**src/rtl/ep_csr_pkg.sv**
```systemverilog
// Package: bit positions and derived masks of the endpoint FIFO
// command/status register. Assumes a 12-bit register layout.
package ep_csr_pkg;
    localparam int CSR_W    = 12;
    localparam int B_ERR    = 11;
    localparam int B_TOKN   = 10;
    localparam int B_NAKM   = 9;
    localparam int B_CLAIM  = 8;
    localparam int B_DIR    = 7;
    localparam int B_FLUSH  = 6;
    localparam int B_ISOI   = 5;
    localparam int B_ISOO   = 4;
    localparam int B_SETUP  = 3;
    localparam int B_RDY    = 2;
    localparam int B_ZLEN   = 1;
    localparam int CTRL_W   = B_NAKM - B_ISOO + 1;
    localparam int N_IRQ    = 3;
endpackage

```
**src/rtl/ep_csr_flags.sv**
```systemverilog
// Module: hardware-set status flags with their individual clear rules.
// Assumes single-cycle event strobes, except that tok_active and
// fifo_ready are levels. Bus reset and rst_n clear every flag.
module ep_csr_flags
    import ep_csr_pkg::*;
(
    input  logic             clk,
    input  logic             rst_n,
    input  logic             bus_reset,
    input  logic             wr_en,
    input  logic [CSR_W-1:0] wr_data,
    input  logic             ev_err,
    input  logic             ev_tok_active,
    input  logic             ev_fifo_ready,
    input  logic             ev_setup_rx,
    input  logic             ev_data_rx,
    input  logic             ev_zlp_rx,
    input  logic             fifo_rd,
    output logic             err_q,
    output logic             tok_idle_q,
    output logic             ready_q,
    output logic             setup_q,
    output logic             zlen_q
);
    logic clr;
    assign clr = !rst_n || bus_reset;

    // Error flag: hardware set wins over a firmware write of zero.
    always_ff @(posedge clk) begin
        if (clr)                            err_q <= 1'b0;
        else if (ev_err)                    err_q <= 1'b1;
        else if (wr_en && !wr_data[B_ERR])  err_q <= 1'b0;
    end

    // Level status mirrors: token idle (inverted) and FIFO ready.
    always_ff @(posedge clk) begin
        if (clr) begin
            tok_idle_q <= 1'b0;
            ready_q    <= 1'b0;
        end else begin
            tok_idle_q <= !ev_tok_active;
            ready_q    <= ev_fifo_ready;
        end
    end

    // Setup marker: held until new data arrives; firmware may write it.
    always_ff @(posedge clk) begin
        if (clr)              setup_q <= 1'b0;
        else if (ev_setup_rx) setup_q <= 1'b1;
        else if (ev_data_rx)  setup_q <= 1'b0;
        else if (wr_en)       setup_q <= wr_data[B_SETUP];
    end

    // Zero-length marker: set by a ZLP, cleared by an MCU FIFO read.
    always_ff @(posedge clk) begin
        if (clr)            zlen_q <= 1'b0;
        else if (ev_zlp_rx) zlen_q <= 1'b1;
        else if (fifo_rd)   zlen_q <= 1'b0;
    end
endmodule

```
**src/rtl/ep_csr_ctrl.sv**
```systemverilog
// Module: firmware control bits plus the handshake that turns
// direction-bit toggles into end-of-transfer pulses, a flush pulse and
// the under-run report. Assumes writes arrive as single-cycle strobes.
module ep_csr_ctrl
    import ep_csr_pkg::*;
(
    input  logic              clk,
    input  logic              rst_n,
    input  logic              bus_reset,
    input  logic              wr_en,
    input  logic [CSR_W-1:0]  wr_data,
    input  logic              host_in_req,
    output logic [CTRL_W-1:0] ctrl_q,
    output logic              xfer_end_wr,
    output logic              xfer_end_rd,
    output logic              fifo_flush,
    output logic              force_tx_err
);
    localparam int O_CLAIM = B_CLAIM - B_ISOO;
    localparam int O_DIR   = B_DIR - B_ISOO;
    localparam int O_FLUSH = B_FLUSH - B_ISOO;

    logic clr;
    logic end_wr_d, end_rd_d, flush_d;
    logic underrun_q;

    assign clr = !rst_n || bus_reset;

    // Decode the transfer-end and flush conditions of the current write.
    always_comb begin
        end_wr_d = wr_en && ctrl_q[O_CLAIM] && ctrl_q[O_DIR] && !wr_data[B_DIR];
        end_rd_d = wr_en && ctrl_q[O_CLAIM] && !ctrl_q[O_DIR] && wr_data[B_DIR];
        flush_d  = wr_en && !ctrl_q[O_FLUSH] && wr_data[B_FLUSH];
    end

    // Control bit storage written by firmware.
    always_ff @(posedge clk) begin
        if (clr)        ctrl_q <= '0;
        else if (wr_en) ctrl_q <= wr_data[B_NAKM:B_ISOO];
    end

    // One-cycle handshake pulses.
    always_ff @(posedge clk) begin
        if (clr) begin
            xfer_end_wr <= 1'b0;
            xfer_end_rd <= 1'b0;
            fifo_flush  <= 1'b0;
        end else begin
            xfer_end_wr <= end_wr_d;
            xfer_end_rd <= end_rd_d;
            fifo_flush  <= flush_d;
        end
    end

    // Under-run state: armed by a flush, disarmed by a refill transfer.
    always_ff @(posedge clk) begin
        if (clr)           underrun_q <= 1'b0;
        else if (flush_d)  underrun_q <= 1'b1;
        else if (end_wr_d) underrun_q <= 1'b0;
    end

    // Forced transmit error on each host read while under-run is armed.
    always_ff @(posedge clk) begin
        if (clr) force_tx_err <= 1'b0;
        else     force_tx_err <= host_in_req && underrun_q;
    end
endmodule

```
**src/rtl/ep_csr_irq.sv**
```systemverilog
// Module: gates N event strobes with their enables into registered
// one-cycle interrupt pulses. Assumes event strobes last one cycle.
module ep_csr_irq #(
    parameter int N = 3
) (
    input  logic         clk,
    input  logic         rst_n,
    input  logic         bus_reset,
    input  logic [N-1:0] src,
    input  logic [N-1:0] en,
    output logic [N-1:0] irq
);
    for (genvar i = 0; i < N; i++) begin : g_line
        // Register one gated interrupt line.
        always_ff @(posedge clk) begin
            if (!rst_n || bus_reset) irq[i] <= 1'b0;
            else                     irq[i] <= src[i] && en[i];
        end
    end
endmodule

```
**src/rtl/ep_csr.sv**
```systemverilog
// Module: top of the endpoint FIFO command/status register. It assembles
// the read value from the flag and control blocks and routes the
// interrupt gating. Assumes synchronous inputs and an active-low
// synchronous reset.
module ep_csr
    import ep_csr_pkg::*;
(
    input  logic             clk,
    input  logic             rst_n,
    input  logic             bus_reset,
    input  logic             wr_en,
    input  logic [CSR_W-1:0] wr_data,
    output logic [CSR_W-1:0] rd_data,
    input  logic             ev_err,
    input  logic             ev_tok_active,
    input  logic             ev_nak_sent,
    input  logic             ev_setup_rx,
    input  logic             ev_data_rx,
    input  logic             ev_zlp_rx,
    input  logic             ev_fifo_ready,
    input  logic             ev_iso_in,
    input  logic             ev_iso_out,
    input  logic             host_in_req,
    input  logic             fifo_rd,
    output logic             fifo_req,
    output logic             fifo_dir_wr,
    output logic             xfer_end_wr,
    output logic             xfer_end_rd,
    output logic             fifo_flush,
    output logic             force_tx_err,
    output logic             nak_irq,
    output logic             iso_in_irq,
    output logic             iso_out_irq
);
    logic              err_q, tok_idle_q, ready_q, setup_q, zlen_q;
    logic [CTRL_W-1:0] ctrl_q;
    logic [N_IRQ-1:0]  irq_src, irq_en, irq_out;

    ep_csr_flags u_flags (
        .clk          (clk),
        .rst_n        (rst_n),
        .bus_reset    (bus_reset),
        .wr_en        (wr_en),
        .wr_data      (wr_data),
        .ev_err       (ev_err),
        .ev_tok_active(ev_tok_active),
        .ev_fifo_ready(ev_fifo_ready),
        .ev_setup_rx  (ev_setup_rx),
        .ev_data_rx   (ev_data_rx),
        .ev_zlp_rx    (ev_zlp_rx),
        .fifo_rd      (fifo_rd),
        .err_q        (err_q),
        .tok_idle_q   (tok_idle_q),
        .ready_q      (ready_q),
        .setup_q      (setup_q),
        .zlen_q       (zlen_q)
    );

    ep_csr_ctrl u_ctrl (
        .clk         (clk),
        .rst_n       (rst_n),
        .bus_reset   (bus_reset),
        .wr_en       (wr_en),
        .wr_data     (wr_data),
        .host_in_req (host_in_req),
        .ctrl_q      (ctrl_q),
        .xfer_end_wr (xfer_end_wr),
        .xfer_end_rd (xfer_end_rd),
        .fifo_flush  (fifo_flush),
        .force_tx_err(force_tx_err)
    );

    // Interrupt sources and enables: NAK is enabled by a clear mask bit.
    always_comb begin
        irq_src = {ev_nak_sent, ev_iso_in, ev_iso_out};
        irq_en  = {!ctrl_q[B_NAKM-B_ISOO], ctrl_q[B_ISOI-B_ISOO], ctrl_q[0]};
    end

    ep_csr_irq #(.N(N_IRQ)) u_irq (
        .clk      (clk),
        .rst_n    (rst_n),
        .bus_reset(bus_reset),
        .src      (irq_src),
        .en       (irq_en),
        .irq      (irq_out)
    );

    // Read value assembly; the reserved bit reads zero.
    always_comb begin
        rd_data = {err_q, tok_idle_q, ctrl_q, setup_q, ready_q, zlen_q, 1'b0};
    end

    assign fifo_req    = ctrl_q[B_CLAIM-B_ISOO];
    assign fifo_dir_wr = ctrl_q[B_DIR-B_ISOO];
    assign nak_irq     = irq_out[2];
    assign iso_in_irq  = irq_out[1];
    assign iso_out_irq = irq_out[0];
endmodule

```
**config.mk**
```make
export PLATFORM = sky130hd
export DESIGN_NAME = ep_csr
export DESIGN_NICKNAME = d
export VERILOG_FILES = /design/src/rtl/ep_csr_pkg.sv /design/src/rtl/ep_csr_flags.sv /design/src/rtl/ep_csr_ctrl.sv /design/src/rtl/ep_csr_irq.sv /design/src/rtl/ep_csr.sv
export SDC_FILE = /design/constraint.sdc
export NUM_CORES = 1
export LEC_CHECK = 0
export BUFFER_PORTS_ARGS = -buffer_cell sky130_fd_sc_hd__buf_2
export CAP_MARGIN = 10
export CORE_UTILIZATION = 39
export DETAILED_ROUTE_END_ITERATION = 16
export PLACE_DENSITY = 0.85
export REMOVE_ABC_BUFFERS = 1
export SLEW_MARGIN = 5
export SYNTH_ARGS = -nofsm -noshare
export SYNTH_HDL_FRONTEND = slang
export SYNTH_SLANG_ARGS = --single-unit
```
**constraint.sdc**
```tcl
create_clock -name clk -period 1.55 [get_ports clk]
set_clock_uncertainty 0.05 [all_clocks]
set_input_delay 0.31 -clock clk [delete_from_list [all_inputs] [get_ports clk]]
set_output_delay 0.31 -clock clk [all_outputs]
set_load 0.01 [all_outputs]
```
==> results by group <==
Placed design
  • Routability congestion estimate: 0.5818
  • Count of input and output buffers: 42
  • Detailed-placement wirelength estimate: 1027 um
  • Total instance count after detailed placement: 123

Min path
  • Worst Hold Class: in -> reg
  • Hold path depth: 2

Routing
  • Number of DRC violations after detailed-routing iteration 0: 9
  • DR pass1 iterations: 4
  • Total via count after detailed routing: 553
  • Via density per instance: 4.354
  • Post-Route WL: 1283 um
  • Final antenna-violating net count: 0
  • Residual DRC: 0
  • Wire length per cell after detailed routing: 10.10 um

Die
  • Die height: 44.69 um
  • Width of the die: 44.69 um
  • Number of top-level pins: 48
  • Number of standard-cell rows in the floorplan: 15
  • Area of the core: 0.001708 mm^2
  • Initial Utilization: 41.61%
  • DIE AREA: 0.001997 mm^2

Cells and area
  • # fillers: 174
  • Layout Area Growth over Synthesis: 27.11%
  • Most frequent cells in the layout: 42 x buf_2, 19 x dfxtp_1, 11 x nor2_1, 6 x mux2i_1
  • Number of antenna repair diodes: 0
  • Post-layout nets: 130
  • Commonest non-fill, non-tap cell in the layout: buf_2
  • Fraction of the core area covered by cells at the end of the flow: 52.89%
  • Share of layout cells above drive strength 1: 49.02%
  • Fin cells: 127

Clock network
  • Number of resized instances in the post-cts repair step: 0
  • Number of CTS-inserted buffers: 3
  • Worst-skew pair later-pin latency: 290 ps
  • Master cell of the clock root buffer: clkbuf_4
  • H-tree depth reported by CTS: 1
  • # clock sinks: 19
  • Buffers from clock root to sink, at most: 2
  • Number of buffers added for setup after CTS: 0
  • CTS tree: built
  • Hold buffer count at cts: 0
  • CTS clk-pin slew, worst paths: 110 ps

Synth
  • Average cell area after synthesis: 10.77 um^2
  • Top area cells in the synthesized netlist: dfxtp_1 54%, mux2i_1 8.5%, buf_4 8.5%, nor2_1 5.8%, and3_1 2.6%
  • Post-synth EDFFs: 0
  • Fraction of synthesized cell area taken by the top area cell type: 53.52%
  • Cell variety after synth: 22
  • Number of instances in the synthesized netlist: 66
  • Async SR Flop Fraction: 0%
  • Synth warnings: 0
  • Part of the Yosys area used for sequential elements: 53.52%
  • Dominant cell type by area after synthesis: dfxtp_1
  • Netlist Area Pre-Place: 710.7 um^2
  • Top_reg_cell synth: dfxtp_1
  • Post-synthesis sequential element count: 19

Power and ir drop
  • Power density over the cells: 933.7 mW/mm^2
  • Peak VDD IR: 0.4561 mV
  • Post-layout power: 0.8435 mW
  • Leakage power of the design: 0.4949 nW

Setup path
  • Required time of the critical path: 1190 ps
  • Category of the worst setup path capture point: primary output
  • Critical-path cell with the highest stage delay: dfxtp_1
  • R2R cell count: 2
  • Total buffers and inverters traversed by the critical path: 1
  • Critical-path maximum fanout: 5
  • Critical Path Source Type: flop
  • Crit path max-delay family: flip-flops
  • Cell Chain, Critical Path: buf_2
  • Critical path arrival: 870 ps
  • Type of the worst setup path: reg -> out
  • Largest stage delay on the critical path: 420 ps
  • Count of cell instances traversed by the critical path: 1

Global route
  • Wire length of the first global-routing pass: 1911 um
  • Number of antenna violations at the first check in global routing: 0
  • Number of global-route vias before repair: 495
  • Largest net degree at the start of global routing: 14
  • Sum of overflow across all layers after global routing: 0
  • Total routing resource utilization after global routing: 13.56%

STA
  • Clock period minus worst slack: 1235 ps
  • Timing-limited maximum frequency: 0.8100 GHz
  • Final setup violation count: 0
  • Max Transition Viols Final: 0
  • Final hold violation count: 0
  • Unrepaired setup endpoints after global routing: false
  • Fin Setup TNS: 0 ps
  • Final Cycle Share: 79.65%

Run status
  • Outcome: complete, no violations

Flow run
  • Total of max-cap violations: 0
==> cell families after synthesis <==
kind of cell,count (synthesis),synth area share [%]
compound gates,5,4.401
simple gates,24,21.83
mux,6,8.451
other cells,1,0.5277
buf+inv,11,11.27
flops,19,53.52
==> final timing paths <==
path | from | endpoint | slack, ps
hold / removal | ev_tok_active | u_flags.tok_idle_q | 110
setup reg to reg | u_ctrl.ctrl_q[4] | u_ctrl.underrun_q | 620
setup / recovery | u_ctrl.ctrl_q[4] | fifo_req | 320
hold reg to reg | u_ctrl.ctrl_q[5] | u_irq.irq[2] | 420
==> layer usage <==
metal	global-route usage [%]	vias up	wire, um
met5	0	-	0
met2	24.12	22	678
met3	4.082	2	68
met4	9.091	0	19
met1	13.42	250	516
li1	-	279	-
==> state kept, by name, summed over array words and instances, names as in the netlist <==
register             count
u_flags.setup_q          1
u_ctrl.fifo_flush        1
u_ctrl.ctrl_q            6
u_flags.zlen_q           1
u_flags.ready_q          1
u_ctrl.force_tx_err      1
u_ctrl.xfer_end_rd       1
u_ctrl.xfer_end_wr       1
u_flags.err_q            1
u_irq.irq                3
u_ctrl.underrun_q        1
u_flags.tok_idle_q       1
==> synth_stat cells (3+ instances only) <==
| cell type | count |
|---|---|
| and3_1 | 3 |
| nor2_1 | 11 |
| a21oi_1 | 3 |
| buf_4 | 8 |
| dfxtp_1 | 19 |
| mux2i_1 | 6 |
==> where the power goes <==
part | internal (mW) | total [mW] | switching (mW)
registers | 0.502 | 0.510 | 0.00751
logic | 0.0482 | 0.0930 | 0.0448
clock network | 0.0959 | 0.241 | 0.145
total | 0.646 | 0.843 | 0.197
==> per-stage QoR <==
step | setup slack, ps | instance area, um^2 | hold slack, ps
floorplan | 566.4 | 634.4 | 332.4
global placement | 370.6 | 875.8 | 376.1
detailed placement | 342.4 | 875.8 | 391.0
CTS | 287.4 | 903.4 | 99.06
global route | 258.6 | 903.4 | 106.0
finish | 315.5 | 903.4 | 106.7
==> layout make-up <==
type | count | area, um^2 | share of cell area, %
clock inverters | 1 | 5.005 | 0.5540
well taps | 25 | 31.28 | 3.463
repair buffers | 42 | 210.2 | 23.27
flip-flops and latches | 19 | 380.4 | 42.11
clock buffers | 3 | 22.52 | 2.493
multi-input cells | 36 | 250.2 | 27.70
inverters | 1 | 3.754 | 0.4155
Note: power is estimated with default switching activity, not from simulation.
